<file path="src/rtl/rseq_pkg.sv">
package rseq_pkg;
    typedef enum logic [1:0] {
        ST_IDLE    = 2'd0,
        ST_ACK     = 2'd1,
        ST_SETTLE  = 2'd2,
        ST_STARTUP = 2'd3
    } rseq_state_e;
endpackage

</file>
<file path="src/rtl/rseq_ms_counter.sv">
module rseq_ms_counter #(
    parameter int CW = 11
) (
    input  logic          clk,
    input  logic          rst_n,
    input  logic          clear,
    input  logic          tick,
    input  logic [CW-1:0] limit,
    output logic          done
);
    logic [CW-1:0] cnt;

    assign done = tick && (cnt == limit - 1'b1);

    always_ff @(posedge clk or negedge rst_n) begin
        if (!rst_n)
            cnt <= '0;
        else if (clear || done)
            cnt <= '0;
        else if (tick)
            cnt <= cnt + 1'b1;
    end

    // the phase count never reaches its own limit
    p_cnt_in_range_r4: assert property (@(posedge clk) disable iff (!rst_n)
        !clear |=> (cnt < limit));
endmodule

</file>
<file path="src/rtl/rseq_limit_sel.sv">
module rseq_limit_sel
    import rseq_pkg::*;
#(
    parameter int CW        = 11,
    parameter int SETTLE_MS = 20,
    parameter int SHORT_MS  = 4,
    parameter int LONG_MS   = 22,
    parameter int WDOG_MS   = 2000
) (
    input  rseq_state_e   state,
    input  logic          long_q,
    output logic [CW-1:0] limit
);
    always_comb begin
        unique case (state)
            ST_IDLE:    limit = CW'(1);
            ST_ACK:     limit = CW'(WDOG_MS);
            ST_SETTLE:  limit = CW'(SETTLE_MS);
            ST_STARTUP: limit = long_q ? CW'(LONG_MS) : CW'(SHORT_MS);
            default:    limit = CW'(1);
        endcase
    end
endmodule

</file>
<file path="src/rtl/dev_reset_seq.sv">
module dev_reset_seq
    import rseq_pkg::*;
#(
    parameter logic [7:0] ACK_CODE  = 8'hFB,
    parameter int         SETTLE_MS = 20,
    parameter int         SHORT_MS  = 4,
    parameter int         LONG_MS   = 22,
    parameter int         WDOG_MS   = 2000
) (
    input  logic       clk,
    input  logic       rst_n,
    input  logic       rst_req,
    input  logic       rsp_taken,
    input  logic       long_start,
    input  logic       ms_tick,
    output logic [7:0] rsp_byte,
    output logic       rsp_valid,
    output logic       drdy_pull_low,
    output logic       core_rst_pulse
);
    localparam int MAX_A = (SETTLE_MS > WDOG_MS) ? SETTLE_MS : WDOG_MS;
    localparam int MAX_B = (SHORT_MS > LONG_MS) ? SHORT_MS : LONG_MS;
    localparam int MAX_L = (MAX_A > MAX_B) ? MAX_A : MAX_B;
    localparam int CW    = $clog2(MAX_L + 1);

    rseq_state_e   state, state_n;
    logic          long_q;
    logic          pulse_q;
    logic          phase_done;
    logic [CW-1:0] limit;
    logic          phase_clear;

    assign phase_clear = (state_n != state);

    rseq_limit_sel #(
        .CW(CW), .SETTLE_MS(SETTLE_MS), .SHORT_MS(SHORT_MS),
        .LONG_MS(LONG_MS), .WDOG_MS(WDOG_MS)
    ) u_limit (
        .state(state), .long_q(long_q), .limit(limit)
    );

    rseq_ms_counter #(.CW(CW)) u_cnt (
        .clk(clk), .rst_n(rst_n), .clear(phase_clear),
        .tick(ms_tick), .limit(limit), .done(phase_done)
    );

    // next-state logic
    always_comb begin
        state_n = state;
        unique case (state)
            ST_IDLE:    if (rst_req) state_n = ST_ACK;
            ST_ACK:     if (rsp_taken || phase_done) state_n = ST_SETTLE;
            ST_SETTLE:  if (phase_done) state_n = ST_STARTUP;
            ST_STARTUP: if (phase_done) state_n = ST_IDLE;
            default:    state_n = ST_IDLE;
        endcase
    end

    // state register, startup-length latch, reset pulse
    always_ff @(posedge clk or negedge rst_n) begin
        if (!rst_n) begin
            state   <= ST_IDLE;
            long_q  <= 1'b0;
            pulse_q <= 1'b0;
        end else begin
            state   <= state_n;
            pulse_q <= (state == ST_ACK) && (state_n == ST_SETTLE);
            if (state == ST_SETTLE && state_n == ST_STARTUP)
                long_q <= long_start;
        end
    end

    // outputs
    always_comb begin
        rsp_byte       = ACK_CODE;
        core_rst_pulse = pulse_q;
        unique case (state)
            ST_ACK:     begin rsp_valid = 1'b1; drdy_pull_low = 1'b1; end
            ST_STARTUP: begin rsp_valid = 1'b0; drdy_pull_low = 1'b1; end
            default:    begin rsp_valid = 1'b0; drdy_pull_low = 1'b0; end
        endcase
    end

    p_ack_holds_low_r2: assert property (@(posedge clk) disable iff (!rst_n)
        rsp_valid |-> drdy_pull_low);
    p_valid_from_req_r2: assert property (@(posedge clk) disable iff (!rst_n)
        $rose(rsp_valid) |-> $past(rst_req));
    p_pulse_released_r3: assert property (@(posedge clk) disable iff (!rst_n)
        core_rst_pulse |-> (!drdy_pull_low && !rsp_valid));
    p_busy_ignores_req_r7: assert property (@(posedge clk) disable iff (!rst_n)
        (state != ST_IDLE && rst_req) |=> !$rose(rsp_valid));
    p_pulse_single_r8: assert property (@(posedge clk) disable iff (!rst_n)
        core_rst_pulse |=> !core_rst_pulse);
endmodule

</file>
<file path="config.mk">
export PLATFORM = sky130hd
export DESIGN_NAME = dev_reset_seq
export DESIGN_NICKNAME = d
export VERILOG_FILES = /design/src/rtl/rseq_pkg.sv /design/src/rtl/rseq_ms_counter.sv /design/src/rtl/rseq_limit_sel.sv /design/src/rtl/dev_reset_seq.sv
export SDC_FILE = /design/constraint.sdc
export NUM_CORES = 1
export LEC_CHECK = 0
export BUFFER_PORTS_ARGS = -buffer_cell sky130_fd_sc_hd__buf_2
export CAP_MARGIN = 30
export CORE_MARGIN = 2
export CORE_UTILIZATION = 54
export CTS_CLUSTER_DIAMETER = 200
export DETAILED_ROUTE_END_ITERATION = 12
export PLACE_DENSITY = 0.82
export SLEW_MARGIN = 20
export SYNTH_ARGS = -nofsm -noshare
export SYNTH_HDL_FRONTEND = slang
export SYNTH_SLANG_ARGS = --single-unit
</file>
<file path="constraint.sdc">
create_clock -name clk -period 2.4 [get_ports clk]
set_clock_uncertainty 0.05 [all_clocks]
set_input_delay 0 -clock clk [delete_from_list [all_inputs] [get_ports clk]]
set_output_delay 0 -clock clk [all_outputs]
set_load 0.1 [all_outputs]
</file>
# Word level (Yosys, flattened, before mapping)
# Cells that the tools add are included.
# word_totals
reg_bits	15
out_inout_bits	11
# classes
addsub	2
eq_ne	7
mux	11
n_reduce_logical	8
# op_table
op	count
11-bit one-hot mux with 4 select lines	1
11-bit two-way mux	2
11-bit by 1-bit adder with 11-bit output (second input constant)	1
11-bit == test	1
11-bit by 1-bit subtractor with 11-bit output (second input constant)	1
2-bit == test (second input constant)	4
2-bit two-way mux	4
2-bit one-hot mux with 4 select lines	1
5-bit two-way mux	1
1-bit logical AND	3
2-bit by 1-bit == test with 1-bit output (second input constant)	1
2-bit logical NOT	1
1-bit logical OR	2
1-bit two-way mux	2
2-bit inequality test	1
2-bit nonzero test	1
2-bit OR reduction	1

# Logic depth before layout (Yosys ltp)
# depth
word_depth	11
mapped_depth	7
depth_no_buf	6

# Modules after synthesis
# Synthesis repeated with hierarchy kept, for this count alone.
# hier_totals
hier_cells	153
area_unflattened_um2	1443.9
# by_module_without_submodules
mod	n_inst	cells_each	area_per_inst_um2
rseq_ms_counter	1	111	1084.8
dev_reset_seq	1	29	274.0
rseq_limit_sel	1	13	85.1

# Worst setup path after synthesis
# Ideal clock, no wire load.
# synth_path
path_kind	register to register
startpoint	reg state[1]
endpoint	reg long_q
arrival_ns	2.391
path_slack_ns	-0.168
stages_incl_launch_ff	6
synth_period_minus_slack_ns	2.568
cell_sequence	dfrtp_1 > and2b_1 > o21ai_1 > a2111oi_4 > nand4_1 > mux2_1
# synth_between
elab_chain_cells	10
# synth_rtl
element	line	text
start, declared	dev_reset_seq.sv:26	rseq_state_e state, state_n;
start signal, assigned	dev_reset_seq.sv:66	state <= state_n;
2-bit == test (tied with other cells)	rseq_limit_sel.sv:15, dev_reset_seq.sv:50	
11-bit one-hot mux with 4 select lines	rseq_limit_sel.sv:15	unique case (state)
11-bit by 1-bit subtractor with 11-bit output	rseq_ms_counter.sv:13	assign done = tick && (cnt == limit - 1'b1);
11-bit == test	rseq_ms_counter.sv:13	
1-bit logical AND	rseq_ms_counter.sv:13	
1-bit logical OR	dev_reset_seq.sv:52	ST_ACK: if (rsp_taken || phase_done) state_n = ST_SETTLE;
2-bit two-way mux	dev_reset_seq.sv:52	
2-bit one-hot mux with 4 select lines	dev_reset_seq.sv:50	unique case (state)
2-bit == test	dev_reset_seq.sv:68	if (state == ST_SETTLE && state_n == ST_STARTUP)
1-bit logical AND *	dev_reset_seq.sv:68	
end signal, assigned	dev_reset_seq.sv:69	long_q <= long_start;
end, declared	dev_reset_seq.sv:27	logic long_q;
# Mark *: on every way between the ends. The rest lies on a longest branch, timed or not. The select of a mux whose other input is x is not followed.
# A chain may end at the register's enable or synchronous reset.

# Worst setup path in the final report
# layout_path
startpoint	reg u_cnt.cnt[2]
endpoint	reg u_cnt.cnt[1]
# layout_between
elab_chain_cells	8
# layout_rtl
element	line	text
start, declared	rseq_ms_counter.sv:11	logic [CW-1:0] cnt;
start signal, assigned	rseq_ms_counter.sv:21	cnt <= cnt + 1'b1;
11-bit == test *	rseq_ms_counter.sv:13	
1-bit logical AND *	rseq_ms_counter.sv:13	
1-bit logical OR	dev_reset_seq.sv:52	
2-bit two-way mux	dev_reset_seq.sv:52	
2-bit one-hot mux with 4 select lines	dev_reset_seq.sv:50	
2-bit inequality test	dev_reset_seq.sv:33	assign phase_clear = (state_n != state);
1-bit logical OR *	rseq_ms_counter.sv:18	else if (clear || done)
11-bit two-way mux or 2-bit nonzero test (tied branches)	-	
# Mark *: on every way between the ends. The rest lies on a longest branch, timed or not.

==> results.md <==
* Number of antenna violations at the first check in global routing at 0
* Number of global-route vias before repair at 655
* Timing-limited maximum frequency at 0.4728 GHz
* Drt drc at 0
* Clock edge transition at the registers on the reported setup and hold paths at ~0.090 ns
* Multi-input combinational cell area at about 540 sq um
* Number of antenna diodes at 0
* Count of final setup violators at 0
* Filler Cell Count at ~160
* CTS tree: yes
* Hold WC Path Type: input port to flop
* Total routing usage reported by global routing at 20.37%
* Capture endpoint of the worst hold path: u_cnt.cnt[0]$_DFFE_PN0P_
* Startpoint type of the worst setup path: flop
* Shortest clock period the worst path allows after layout at 2.115 ns
* Final count of hold timing violations at 0
* Final layout net count at between 100 and 150
* Number of ports placed on the die boundary at 17
* Share of flip-flops with an asynchronous set or reset after synthesis at 100.0%
* Std cell rows at 15
* Cell at the root of the clock tree: sky130_fd_sc_hd__clkbuf_4
* Initial standard-cell utilization of the core at roughly 57%
* Worst EP arrival at ~2.2 ns
* Number of clock sinks seen by CTS at 15
* Layout cell share with drive strength beyond 1 at ~16%
* Share of the clock period used by the worst path at about nine tenths
* Destination of the worst register-to-register timing path: u_cnt.cnt[1]$_DFFE_PN0P_
* Area delta synth->final at 7.595%
* Syn_area_per_cell at 9.152 sq um
* Cells on worst reg2reg path at 5
* Total Neg Setup Slack at 0 ns
* Core Area at about 0.0017 sq mm
* Detailed Routing Iterations Pass 1 at 5
* Maximum clock insertion buffer count at 2
* Worst reg-to-reg setup slack at about 0.28 ns
* Clock latency on the worst-skew pair at about 0.29 ns
* Floorplan die area at approximately 0.0022 sq mm
* Largest driver fanout on the critical path at 9
* Worst hold path cell count at 3
* Number of buffers inserted by port buffering at 8
* PwrDens at 1145 mW/mm^2
* Fraction of synthesized cell area taken by the top area cell type at about 38%
* Cts bufs inserted at 3
* Final weighted congestion in routability-driven placement at slightly above 0.8
* Total setup buffers inserted after CTS at 0
* Reported leakage power at a little over 0.5 nW
* Pins over their slew limit at 0
* Sum of net half-perimeters after detailed placement at about 1400 microns
* Placed cell area at between 0.001 and 0.0015 sq mm
* Top flip-flop cell by instance count after synthesis: sky130_fd_sc_hd__dfrtp_1
* Vias at 770
* First-pass GRT wire length at 3015 microns
* Sort of element at the end of the critical path: flop
* Count of cells resized by post-cts repair at 0
* Routed length per placed instance at ~14 microns
* Flop and latch count out of synthesis at 15
* Routed wire length at between 1500 and 2000 microns
* Origin of the critical flop-to-flop path: u_cnt.cnt[2]$_DFFE_PN0P_
* Post-Synthesis Cell Area at slightly below 0.001 sq mm
* Die span in y at around 47 microns
* EDFF count, synth at 0
* Unrepaired setup endpoints after global routing: false
* Final instance area at 0.001064 sq mm
* Count of different cell masters after synthesis at 35
* Share of synthesized area occupied by flip-flops and latches at a little under two fifths
* Width of the chip at about 47 microns
* Post-route antenna net violation count at 0
* IR Drop Worst-Case VDD at 0.6280 mV
* Start point of the worst min-delay path: ms_tick
* Detailed Route Iter0 Violations at 27
* Remaining global-route overflow at 0
* Largest net degree at the start of global routing at 16
* Total number of yosys warnings at 0
* Htree depth at 1
* Reg area at about 380 sq um
* Synth area leader: sky130_fd_sc_hd__dfrtp_1
* Dominant cells by area after synthesis: sky130_fd_sc_hd__dfrtp_1 (38%), sky130_fd_sc_hd__buf_4 (6.8%), sky130_fd_sc_hd__nor2_1 (6.8%)
* Via-per-instance ratio at between 5 and 6
* CP Data Required Time at roughly 2.5 ns
* Post-synthesis cell count at ~110
* Max Cap Viol at 0
* Run status: completed
* Kind of critical path: flop to flop
cells in the final DEF (no fill, tap or decap), types with 2 or more instances in the layout:
cell                             n
sky130_fd_sc_hd__nor2b_1         2
sky130_fd_sc_hd__nand2_1         4
sky130_fd_sc_hd__xor2_1          5
sky130_fd_sc_hd__xnor2_1         5
sky130_fd_sc_hd__dlygate4sd3_1   3
sky130_fd_sc_hd__dfrtp_1        15
sky130_fd_sc_hd__clkbuf_4        3
sky130_fd_sc_hd__nand3_1         5
sky130_fd_sc_hd__buf_2           8
sky130_fd_sc_hd__mux2i_1         4
sky130_fd_sc_hd__buf_4           2
sky130_fd_sc_hd__conb_1          8
sky130_fd_sc_hd__and3_1          6
sky130_fd_sc_hd__nand4_1         3
sky130_fd_sc_hd__nor2_1         18
sky130_fd_sc_hd__nor3_1          4
kinds of logic after synthesis:
logic type,synth area share [%]
compound gates,10.89
xor+xnor,8.860
fa+ha+maj,1.266
buf+inv,9.746
flops,37.97
mux,5.190
other cells,0.7598
simple gates,25.32
cells in the mapped netlist, types with 2 or more instances:
cell and n:
sky130_fd_sc_hd__nor2b_1 2, sky130_fd_sc_hd__and3_1 6, sky130_fd_sc_hd__dfrtp_1 15, sky130_fd_sc_hd__mux2i_1 4, sky130_fd_sc_hd__conb_1 2, sky130_fd_sc_hd__buf_2 2, sky130_fd_sc_hd__nand4_1 3, sky130_fd_sc_hd__nor3_1 4
sky130_fd_sc_hd__xnor2_1 5, sky130_fd_sc_hd__buf_4 9, sky130_fd_sc_hd__nand2_1 4, sky130_fd_sc_hd__xor2_1 5, sky130_fd_sc_hd__nand3_1 5, sky130_fd_sc_hd__nor2_1 18, sky130_fd_sc_hd__clkbuf_1 4
power breakdown:
group          internal (mW)  switching, mW  total (mW)
Combinational          0.213          0.429       0.642
Clock                 0.0619         0.0857       0.148
Sequential             0.319          0.109       0.428
worst max path at each step:
stage | from | to | slack [ns]
floorplan | state[1]$_DFF_PN0_ | long_q$_DFFE_PN0P_ | 0.16
global placement | u_cnt.cnt[2]$_DFFE_PN0P_ | long_q$_DFFE_PN0P_ | 0.41
detailed placement | u_cnt.cnt[2]$_DFFE_PN0P_ | u_cnt.cnt[9]$_DFFE_PN0P_ | 0.33
CTS | u_cnt.cnt[1]$_DFFE_PN0P_ | u_cnt.cnt[1]$_DFFE_PN0P_ | 0.29
global route | u_cnt.cnt[2]$_DFFE_PN0P_ | u_cnt.cnt[10]$_DFFE_PN0P_ | 0.14
finish | u_cnt.cnt[2]$_DFFE_PN0P_ | u_cnt.cnt[1]$_DFFE_PN0P_ | 0.28
stage by stage:
step / instances / setup WS, ns / utilization, % / hold WS (ns) / power [mW]
after CTS: 141 / 0.2938 / 61.59 / 0.0001714 / 1.215
after detailed placement: 134 / 0.3272 / 58.26 / -0.1219 / 1.062
after global routing: 141 / 0.1431 / 61.59 / 0.02428 / 1.295
after global placement: 134 / 0.4133 / 58.26 / -0.1336 / 1.027
final: 141 / 0.2848 / 61.59 / 0.004032 / 1.217
after floorplan: 114 / 0.1600 / - / -0.3456 / 0.9606
area by class of cell:
class | count | share of cell area, %
clock buffers | 3 | 2.118
clock inverters | 1 | 0.4706
inverters | 1 | 0.3529
multi-input cells | 83 | 50.82
flip-flops and latches | 15 | 35.29
well taps | 25 | 2.941
repair buffers | 13 | 8.000
worst max-delay path: stages, from the launching register on:
cell and delay, ns:
sky130_fd_sc_hd__dfrtp_1 0.53, sky130_fd_sc_hd__and4b_1 0.26, sky130_fd_sc_hd__o211ai_2 0.12, sky130_fd_sc_hd__a2111oi_4 0.52, sky130_fd_sc_hd__a31o_1 0.42, sky130_fd_sc_hd__nor2_1 0.09
repair_timing:
action,in CTS,in global routing
hold endpoints to repair,17,0
hold buffers,3,0
setup endpoints to repair,0,0
routing by layer:
| metal | part of all wire (%) | GRT usage [%] |
|---|---|---|
| met1 | 45 | 25.24 |
| met2 | 50 | 32.88 |
| met3 | 4.0 | 5.385 |
| met4 | 1.5 | 10.00 |
| met5 | 0 | 0 |
sequential cells by signal (all words and copies together), names as in the netlist:
name            cells
long_q              1
state               2
core_rst_pulse      1
u_cnt.cnt          11
(Power assumes the default switching activity.)
